===== config.mk =====
export PLATFORM = sky130hd
export DESIGN_NAME = frame_dma_fetch
export DESIGN_NICKNAME = d
export VERILOG_FILES = /design/src/rtl/frame_dma_pkg.sv /design/src/rtl/frame_dma_walker.sv /design/src/rtl/frame_dma_pal_unpack.sv /design/src/rtl/frame_dma_pix_fifo.sv /design/src/rtl/frame_dma_fetch.sv
export SDC_FILE = /design/constraint.sdc
export NUM_CORES = 2
export LEC_CHECK = 0
export CAP_MARGIN = 30
export CORE_MARGIN = 2
export CORE_UTILIZATION = 40
export DETAILED_ROUTE_END_ITERATION = 10
export PLACE_DENSITY = 0.59
export SKIP_CTS_REPAIR_TIMING = 1
export SLEW_MARGIN = 20
export SYNTH_ARGS = -nofsm -noshare
export SYNTH_HDL_FRONTEND = slang
export SYNTH_HIERARCHICAL = 1
export SYNTH_SLANG_ARGS = --single-unit

===== constraint.sdc =====
create_clock -name clk -period 12.1 [get_ports clk]
set_input_delay 1.21 -clock clk [delete_from_list [all_inputs] [get_ports clk]]
set_output_delay 1.21 -clock clk [all_outputs]
set_load 0.01 [all_outputs]

===== src/rtl/frame_dma_pkg.sv =====
package frame_dma_pkg;
  localparam int WORD_W       = 32;
  localparam int DESC_WORDS   = 4;
  localparam int LEN_FIELD_W  = 24;
  localparam int PAL_FLAG_BIT = 28;

  typedef enum logic [2:0] {
    ST_IDLE,  // not running
    ST_ARM,   // waiting for frame start
    ST_DREQ,  // request descriptor
    ST_DRSP,  // collect descriptor words
    ST_XREQ,  // request a data burst
    ST_XRSP   // collect data burst
  } walk_st_t;

  function automatic logic [LEN_FIELD_W-1:0] cmd_words(input logic [WORD_W-1:0] cmd);
    return cmd[LEN_FIELD_W-1:0];
  endfunction

  function automatic logic cmd_to_palette(input logic [WORD_W-1:0] cmd);
    return cmd[PAL_FLAG_BIT];
  endfunction

  function automatic logic [LEN_FIELD_W-1:0] clip_burst(input logic [LEN_FIELD_W-1:0] left,
                                                        input int unsigned cap);
    if (left > LEN_FIELD_W'(cap)) return LEN_FIELD_W'(cap);
    return left;
  endfunction
endpackage


===== src/rtl/frame_dma_walker.sv =====
module frame_dma_walker
  import frame_dma_pkg::*;
#(
  parameter int BURST  = 16,
  parameter int FREE_W = 6,
  localparam int BL_W  = $clog2(BURST + 1)
) (
  input  logic                  clk,
  input  logic                  rst_n,
  input  logic                  enable,
  input  logic [WORD_W-1:0]     start_addr,
  input  logic                  frame_start,
  output logic                  mem_req_valid,
  input  logic                  mem_req_ready,
  output logic [WORD_W-1:0]     mem_req_addr,
  output logic [BL_W-1:0]       mem_req_len,
  input  logic                  mem_rsp_valid,
  input  logic                  rsp_accept,
  input  logic [WORD_W-1:0]     mem_rsp_data,
  input  logic [FREE_W-1:0]     fifo_free,
  output logic                  pix_push,
  output logic                  pal_beat,
  output logic                  pal_start
);
  walk_st_t                st;
  logic [WORD_W-1:0]       cur_desc, nxt_desc, src_ptr;
  logic [LEN_FIELD_W-1:0]  left_words, burst;
  logic [BL_W-1:0]         beats_left;
  logic [1:0]              widx;
  logic                    to_pal;

  // named internal events
  logic room_ok, req_fire, beat, desc_last, burst_end, xfer_end;
  walk_st_t after_st;

  always_comb begin
    burst         = clip_burst(left_words, BURST);
    room_ok       = to_pal || (fifo_free >= FREE_W'(BURST));
    mem_req_valid = (st == ST_DREQ) || ((st == ST_XREQ) && room_ok);
    mem_req_addr  = (st == ST_DREQ) ? cur_desc : src_ptr;
    mem_req_len   = (st == ST_DREQ) ? BL_W'(DESC_WORDS) : BL_W'(burst);
    req_fire      = mem_req_valid && mem_req_ready;
    beat          = mem_rsp_valid && rsp_accept && ((st == ST_DRSP) || (st == ST_XRSP));
    pix_push      = beat && (st == ST_XRSP) && !to_pal;
    pal_beat      = beat && (st == ST_XRSP) && to_pal;
    desc_last     = beat && (st == ST_DRSP) && (widx == 2'd3);
    pal_start     = desc_last && cmd_to_palette(mem_rsp_data);
    burst_end     = beat && (st == ST_XRSP) && (beats_left == BL_W'(1));
    xfer_end      = (burst_end && (left_words == LEN_FIELD_W'(1))) ||
                    (desc_last && (cmd_words(mem_rsp_data) == '0));
    after_st      = enable ? ST_DREQ : ST_IDLE;
  end

  always_ff @(posedge clk) begin
    if (!rst_n) begin
      st         <= ST_IDLE;
      cur_desc   <= '0;
      nxt_desc   <= '0;
      src_ptr    <= '0;
      left_words <= '0;
      beats_left <= '0;
      widx       <= '0;
      to_pal     <= 1'b0;
    end else begin
      case (st)
        ST_IDLE: if (enable) st <= ST_ARM;
        ST_ARM: begin
          if (!enable) st <= ST_IDLE;
          else if (frame_start) begin
            st       <= ST_DREQ;
            cur_desc <= start_addr;
          end
        end
        ST_DREQ: if (req_fire) begin
          st   <= ST_DRSP;
          widx <= '0;
        end
        ST_DRSP: if (beat) begin
          widx <= widx + 2'd1;
          case (widx)
            2'd0: nxt_desc <= mem_rsp_data;
            2'd1: src_ptr  <= mem_rsp_data;
            2'd2: ;
            default: begin
              left_words <= cmd_words(mem_rsp_data);
              to_pal     <= cmd_to_palette(mem_rsp_data);
              if (xfer_end) begin
                st       <= after_st;
                cur_desc <= nxt_desc;
              end else begin
                st <= ST_XREQ;
              end
            end
          endcase
        end
        ST_XREQ: if (req_fire) begin
          st         <= ST_XRSP;
          beats_left <= BL_W'(burst);
          src_ptr    <= src_ptr + (WORD_W'(burst) << 2);
        end
        ST_XRSP: if (beat) begin
          left_words <= left_words - 1'b1;
          beats_left <= beats_left - 1'b1;
          if (xfer_end) begin
            st       <= after_st;
            cur_desc <= nxt_desc;
          end else if (burst_end) begin
            st <= ST_XREQ;
          end
        end
        default: st <= ST_IDLE;
      endcase
    end
  end


  req_hold_chk: assert property (@(posedge clk) disable iff (!rst_n)
    (mem_req_valid && !mem_req_ready) |=>
      (mem_req_valid && $stable(mem_req_addr) && $stable(mem_req_len)));


  burst_len_chk: assert property (@(posedge clk) disable iff (!rst_n)
    mem_req_valid |-> ((mem_req_len != '0) && (mem_req_len <= BL_W'(BURST))));


  start_addr_chk: assert property (@(posedge clk) disable iff (!rst_n)
    ((st == ST_DREQ) && ($past(st) == ST_ARM)) |-> (mem_req_addr == $past(start_addr)));
endmodule


===== src/rtl/frame_dma_pal_unpack.sv =====
module frame_dma_pal_unpack #(
  parameter int PAL_AW = 8,
  parameter int WORD_W = 32,
  localparam int HALF_W = WORD_W / 2
) (
  input  logic              clk,
  input  logic              rst_n,
  input  logic              pal_start,
  input  logic              pal_beat,
  input  logic [WORD_W-1:0] beat_data,
  output logic              rsp_accept,
  output logic              pal_we,
  output logic [PAL_AW-1:0] pal_addr,
  output logic [HALF_W-1:0] pal_wdata
);
  logic              hold_valid;
  logic [HALF_W-1:0] hold_hi;
  logic [PAL_AW-1:0] next_idx;

  assign rsp_accept = !hold_valid;

  always_ff @(posedge clk) begin
    if (!rst_n) begin
      hold_valid <= 1'b0;
      hold_hi    <= '0;
      next_idx   <= '0;
      pal_we     <= 1'b0;
      pal_addr   <= '0;
      pal_wdata  <= '0;
    end else begin
      pal_we <= 1'b0;
      if (pal_start) next_idx <= '0;
      if (pal_beat) begin
        pal_we     <= 1'b1;
        pal_addr   <= next_idx;
        pal_wdata  <= beat_data[HALF_W-1:0];
        next_idx   <= next_idx + 1'b1;
        hold_valid <= 1'b1;
        hold_hi    <= beat_data[WORD_W-1:HALF_W];
      end else if (hold_valid) begin
        pal_we     <= 1'b1;
        pal_addr   <= next_idx;
        pal_wdata  <= hold_hi;
        next_idx   <= next_idx + 1'b1;
        hold_valid <= 1'b0;
      end
    end
  end


  pal_seq_chk: assert property (@(posedge clk) disable iff (!rst_n)
    (pal_we && $past(pal_we)) |-> (pal_addr == $past(pal_addr) + 1'b1));


  hi_follows_chk: assert property (@(posedge clk) disable iff (!rst_n)
    pal_beat |=> ##1 (pal_we && (pal_wdata == $past(beat_data[WORD_W-1:HALF_W], 2))));
endmodule


===== src/rtl/frame_dma_pix_fifo.sv =====
module frame_dma_pix_fifo #(
  parameter int DEPTH  = 32,
  parameter int WORD_W = 32,
  localparam int FREE_W = $clog2(DEPTH + 1),
  localparam int PTR_W  = $clog2(DEPTH)
) (
  input  logic              clk,
  input  logic              rst_n,
  input  logic              push,
  input  logic [WORD_W-1:0] push_data,
  input  logic              pix_rd,
  output logic [WORD_W-1:0] pix_data,
  output logic              underrun,
  output logic [FREE_W-1:0] fifo_free
);
  logic [WORD_W-1:0] store [DEPTH];
  logic [PTR_W-1:0]  wr_ptr, rd_ptr;
  logic [FREE_W-1:0] count;
  logic              pop, starve;

  assign pop       = pix_rd && (count != '0);
  assign starve    = pix_rd && (count == '0);
  assign fifo_free = FREE_W'(DEPTH) - count;

  always_ff @(posedge clk) begin
    if (push) store[wr_ptr] <= push_data;
  end

  always_ff @(posedge clk) begin
    if (!rst_n) begin
      wr_ptr   <= '0;
      rd_ptr   <= '0;
      count    <= '0;
      pix_data <= '0;
      underrun <= 1'b0;
    end else begin
      if (push) wr_ptr <= wr_ptr + 1'b1;
      if (pop) begin
        pix_data <= store[rd_ptr];
        rd_ptr   <= rd_ptr + 1'b1;
      end
      if (starve) underrun <= 1'b1;
      count <= count + FREE_W'(push) - FREE_W'(pop);
    end
  end


  no_overflow_chk: assert property (@(posedge clk) disable iff (!rst_n)
    push |-> (count < FREE_W'(DEPTH)));


  starve_hold_chk: assert property (@(posedge clk) disable iff (!rst_n)
    starve |=> (underrun && $stable(pix_data)));


  underrun_sticky_chk: assert property (@(posedge clk) disable iff (!rst_n)
    underrun |=> underrun);
endmodule


===== src/rtl/frame_dma_fetch.sv =====
module frame_dma_fetch
  import frame_dma_pkg::*;
#(
  parameter int BURST      = 16,
  parameter int FIFO_DEPTH = 32,
  parameter int PAL_AW     = 8,
  localparam int BL_W      = $clog2(BURST + 1),
  localparam int FREE_W    = $clog2(FIFO_DEPTH + 1)
) (
  input  logic              clk,
  input  logic              rst_n,
  input  logic              enable,
  input  logic [31:0]       start_addr,
  input  logic              frame_start,
  output logic              mem_req_valid,
  input  logic              mem_req_ready,
  output logic [31:0]       mem_req_addr,
  output logic [BL_W-1:0]   mem_req_len,
  input  logic              mem_rsp_valid,
  output logic              mem_rsp_ready,
  input  logic [31:0]       mem_rsp_data,
  input  logic              pix_rd,
  output logic [31:0]       pix_data,
  output logic              underrun,
  output logic              pal_we,
  output logic [PAL_AW-1:0] pal_addr,
  output logic [15:0]       pal_wdata
);
  logic              pix_push, pal_beat, pal_start, rsp_accept;
  logic [FREE_W-1:0] fifo_free;

  assign mem_rsp_ready = rsp_accept;

  frame_dma_walker #(.BURST(BURST), .FREE_W(FREE_W)) u_walk (
    .clk(clk), .rst_n(rst_n), .enable(enable), .start_addr(start_addr),
    .frame_start(frame_start), .mem_req_valid(mem_req_valid),
    .mem_req_ready(mem_req_ready), .mem_req_addr(mem_req_addr),
    .mem_req_len(mem_req_len), .mem_rsp_valid(mem_rsp_valid),
    .rsp_accept(rsp_accept), .mem_rsp_data(mem_rsp_data),
    .fifo_free(fifo_free), .pix_push(pix_push), .pal_beat(pal_beat),
    .pal_start(pal_start)
  );

  frame_dma_pal_unpack #(.PAL_AW(PAL_AW), .WORD_W(WORD_W)) u_pal (
    .clk(clk), .rst_n(rst_n), .pal_start(pal_start), .pal_beat(pal_beat),
    .beat_data(mem_rsp_data), .rsp_accept(rsp_accept), .pal_we(pal_we),
    .pal_addr(pal_addr), .pal_wdata(pal_wdata)
  );

  frame_dma_pix_fifo #(.DEPTH(FIFO_DEPTH), .WORD_W(WORD_W)) u_fifo (
    .clk(clk), .rst_n(rst_n), .push(pix_push), .push_data(mem_rsp_data),
    .pix_rd(pix_rd), .pix_data(pix_data), .underrun(underrun),
    .fifo_free(fifo_free)
  );


  pal_not_fifo_chk: assert property (@(posedge clk) disable iff (!rst_n)
    !(pix_push && pal_beat));
endmodule


==> impl_metrics.tcl <==
set metrics [dict create \
    run_status "finished clean" \
    series_of_cell_instances_along_the_critical_path "nor4_2 > nand4_2 > a2111oi_0 > buf_1 > nand2_1 > nor2_1 > clkdlybuf4s50_1" \
    hold_viol 0 \
    report.power.total_mw 10.4 \
    clockRootBuffer "sky130_fd_sc_hd__clkbuf_16" \
    grt_antenna_before_repair 6 \
    grt_usage 0.216 \
    max_freq_ghz 0.202 \
    globalplace.congestion 0.853 \
    worst_path_max_delay_cell "sky130_fd_sc_hd__a2111oi_0" \
    netsw_mw 2.65 \
    vias_per_cell 5.79 \
    clock_latency_ns 0.76 \
    drt.antenna.violating_nets 0 \
    critical_path_class "reg2out" \
    report.final.slew_viol_count 0 \
    placement_rows 131 \
    ios 168 \
    cp-start-kind "flip-flop" \
    seqCellArea_sq_um 35400 \
    pwr_density_cell_nw_per_um2 173 \
    critPathArrivalTime_ns 3.74 \
    cp_slowest_stage_delay_ns 0.64 \
    filler_cell_count 10900 \
    largest_net_degree_at_the_start_of_global_routing 80 \
    crit_start "u_walk/left_words[20]" \
    syn_avg_cell_area_sq_um 16.0 \
    multi_input_area_sq_um 15000 \
    vias 30100 \
    grt_pass1_wl_mm 205 \
    timing.setup.tns_ns 0 \
    dp_cells 4957 \
    irDropWorstVdd_mv 0.137 \
    timing.max_cap.violations 0 \
    fraction_of_power_spent_switching_nets 0.255 \
    critical_path_peak_fanout 6 \
    rsz0062_at_grt "false" \
    clock_path_buffers 3 \
    worst_pin_slew_ns 1.11 \
    worstHoldStart "u_walk/nxt_desc[29]" \
    buffer_ports.inserted 167 \
    die_y_um 361 \
    core-area_sq_um 127000 \
    ys.warnings.count 6 \
    routed_wl_mm 143 \
    die_area_sq_um 131000 \
    htreeDepth 4 \
    detail_route.wl_per_cell_um 27.5 \
    setup_violations 0 \
    crit_required_ns 10.89 \
    nNetsFinal 3551 \
    relSlewSlack 0.243 \
    grt.overflow.total 0 \
    syn_area_sq_um 51100 \
    cp-end-kind "output pin" \
    combinational_share_of_power 0.157 \
    tritoncts_num_sinks 1254 \
    initialDrtViolationCount 3117 \
    synth_cells 3185 \
    syn_to_final_growth_pct 16.9 \
    detailedRoute.firstPassIterationCount 8 \
    core_occupancy_in_the_finished_layout 0.469 \
    die_w_um 361 \
    cts_inserted_buffers 132 \
    power_frac_seq 0.463 \
    internal_power_mw 7.71 \
    drive_gt1_frac 0.187 \
    effective_utilization_at_floorplan 0.402 \
    r2r-start "u_walk/left_words[20]" \
    number_of_global_route_vias_before_repair 29000 \
    worst_setup_hold_path_clk_slew_ns 0.07 \
    power.leakage_nw 19.4 \
    final-instance-count-excl-fill 5195 \
    min-delay-path-class "reg2reg" \
    drc 0 \
    clock-skew-final_ns 0.0275 \
    dpl.hpwl_mm 87.6 \
    cts_tree "yes" \
    layout_min_cycle_time_ns 4.95 \
    clock_power_share 0.380 \
    finalCritPeriodShare 0.409 \
]
==> state kept, by name, indices dropped and copies added (netlist names), 2 cells and up <==
register	cells
u_fifo/wr_ptr	5
u_pal/pal_wdata	16
u_walk/src_ptr	32
u_fifo/rd_ptr	5
u_walk/cur_desc	32
u_walk/beats_left	5
u_walk/nxt_desc	32
u_walk/left_words	24
u_pal/hold_hi	16
u_walk/st	3
u_pal/next_idx	8
u_pal/pal_addr	8
u_fifo/count	6
u_fifo/store	1024
u_fifo/pix_data	32
u_walk/widx	2
==> critical path: cells and delay by family, from the launching register on <==
kind                   cells  cell delay (ns)
AND/OR/NAND/NOR            4             1.18
buffers and inverters      2             0.81
AO/OA/AOI/OAI              1             0.64
flip-flops                 1             0.35
==> layout by cell type (no fill, tap or decap), types with 18 or more instances in the layout <==
cell,count
sky130_fd_sc_hd__a22o_1,63
sky130_fd_sc_hd__clkbuf_16,135
sky130_fd_sc_hd__nand2_1,181
sky130_fd_sc_hd__o221ai_1,33
sky130_fd_sc_hd__nor2_1,156
sky130_fd_sc_hd__ha_1,49
sky130_fd_sc_hd__edfxtp_1,1024
sky130_fd_sc_hd__nand4_1,21
sky130_fd_sc_hd__clkinv_1,27
sky130_fd_sc_hd__inv_1,31
sky130_fd_sc_hd__mux4_2,193
sky130_fd_sc_hd__buf_4,100
sky130_fd_sc_hd__o21ai_0,67
sky130_fd_sc_hd__nand3_1,34
sky130_fd_sc_hd__clkdlybuf4s50_1,152
sky130_fd_sc_hd__a21oi_1,200
sky130_fd_sc_hd__mux2_2,47
sky130_fd_sc_hd__dfxtp_1,226
sky130_fd_sc_hd__clkbuf_1,28
sky130_fd_sc_hd__o22ai_1,33
sky130_fd_sc_hd__and2_1,18
sky130_fd_sc_hd__a22oi_1,38
sky130_fd_sc_hd__mux2i_1,197
sky130_fd_sc_hd__a211oi_1,42
sky130_fd_sc_hd__nor2_4,20
sky130_fd_sc_hd__xnor2_1,20
sky130_fd_sc_hd__conb_1,19
==> cell type report <==
type / instances / area share
tap: 1662 / 0.0348
sequential: 1254 / 0.593
timing repair buffer: 293 / 0.0489
antenna: 1 / 0.0000419
clock inverter: 65 / 0.00981
inverter: 33 / 0.00210
multi-input combinational: 1716 / 0.252
clock buffer: 171 / 0.0601
==> worst paths after layout <==
check             depth (start not counted)             endpoint  slack [ns]
setup / recovery                          7       mem_req_len[1]        7.15
hold / removal                            2  u_walk/nxt_desc[29]        0.45
setup reg to reg                         16   u_walk/src_ptr[30]        7.80
hold reg to reg                           2  u_walk/nxt_desc[29]        0.45
==> metrics by stage <==
| step | worst slack [ns] | area (sq um) | hold WS (ns) |
|---|---|---|---|
| after floorplan | 6.49 | 51100 | 0.434 |
| after global placement | 7.56 | 55000 | 0.441 |
| after detailed placement | 7.79 | 55500 | 0.445 |
| after CTS | 7.15 | 59700 | 0.455 |
| after global routing | 6.92 | 59700 | 0.470 |
| final | 7.15 | 59700 | 0.453 |
==> power by group through the flow <==
stage | clock, mW | combinational [mW] | sequential, mW
after global placement | 0 | 1.57 | 4.92
after CTS | 4.01 | 1.64 | 4.80
final | 3.93 | 1.62 | 4.80
after detailed placement | 0 | 1.63 | 4.89
after floorplan | 0 | 1.08 | 4.84
after global routing | 4.17 | 1.73 | 4.80
==> layer usage <==
metal | GRT usage | wire (um) | share of wire | vias to the layer above
met1 | 0.301 | 61400 | 0.43 | 15600
met4 | 0.0638 | 3430 | 0.024 | 2
li1 | - | - | - | 13200
met3 | 0.0369 | 9580 | 0.067 | 178
met5 | 0 | 13 | 0.000091 | -
met2 | 0.347 | 68500 | 0.48 | 1166
Note: power is estimated with default switching activity, not from simulation.
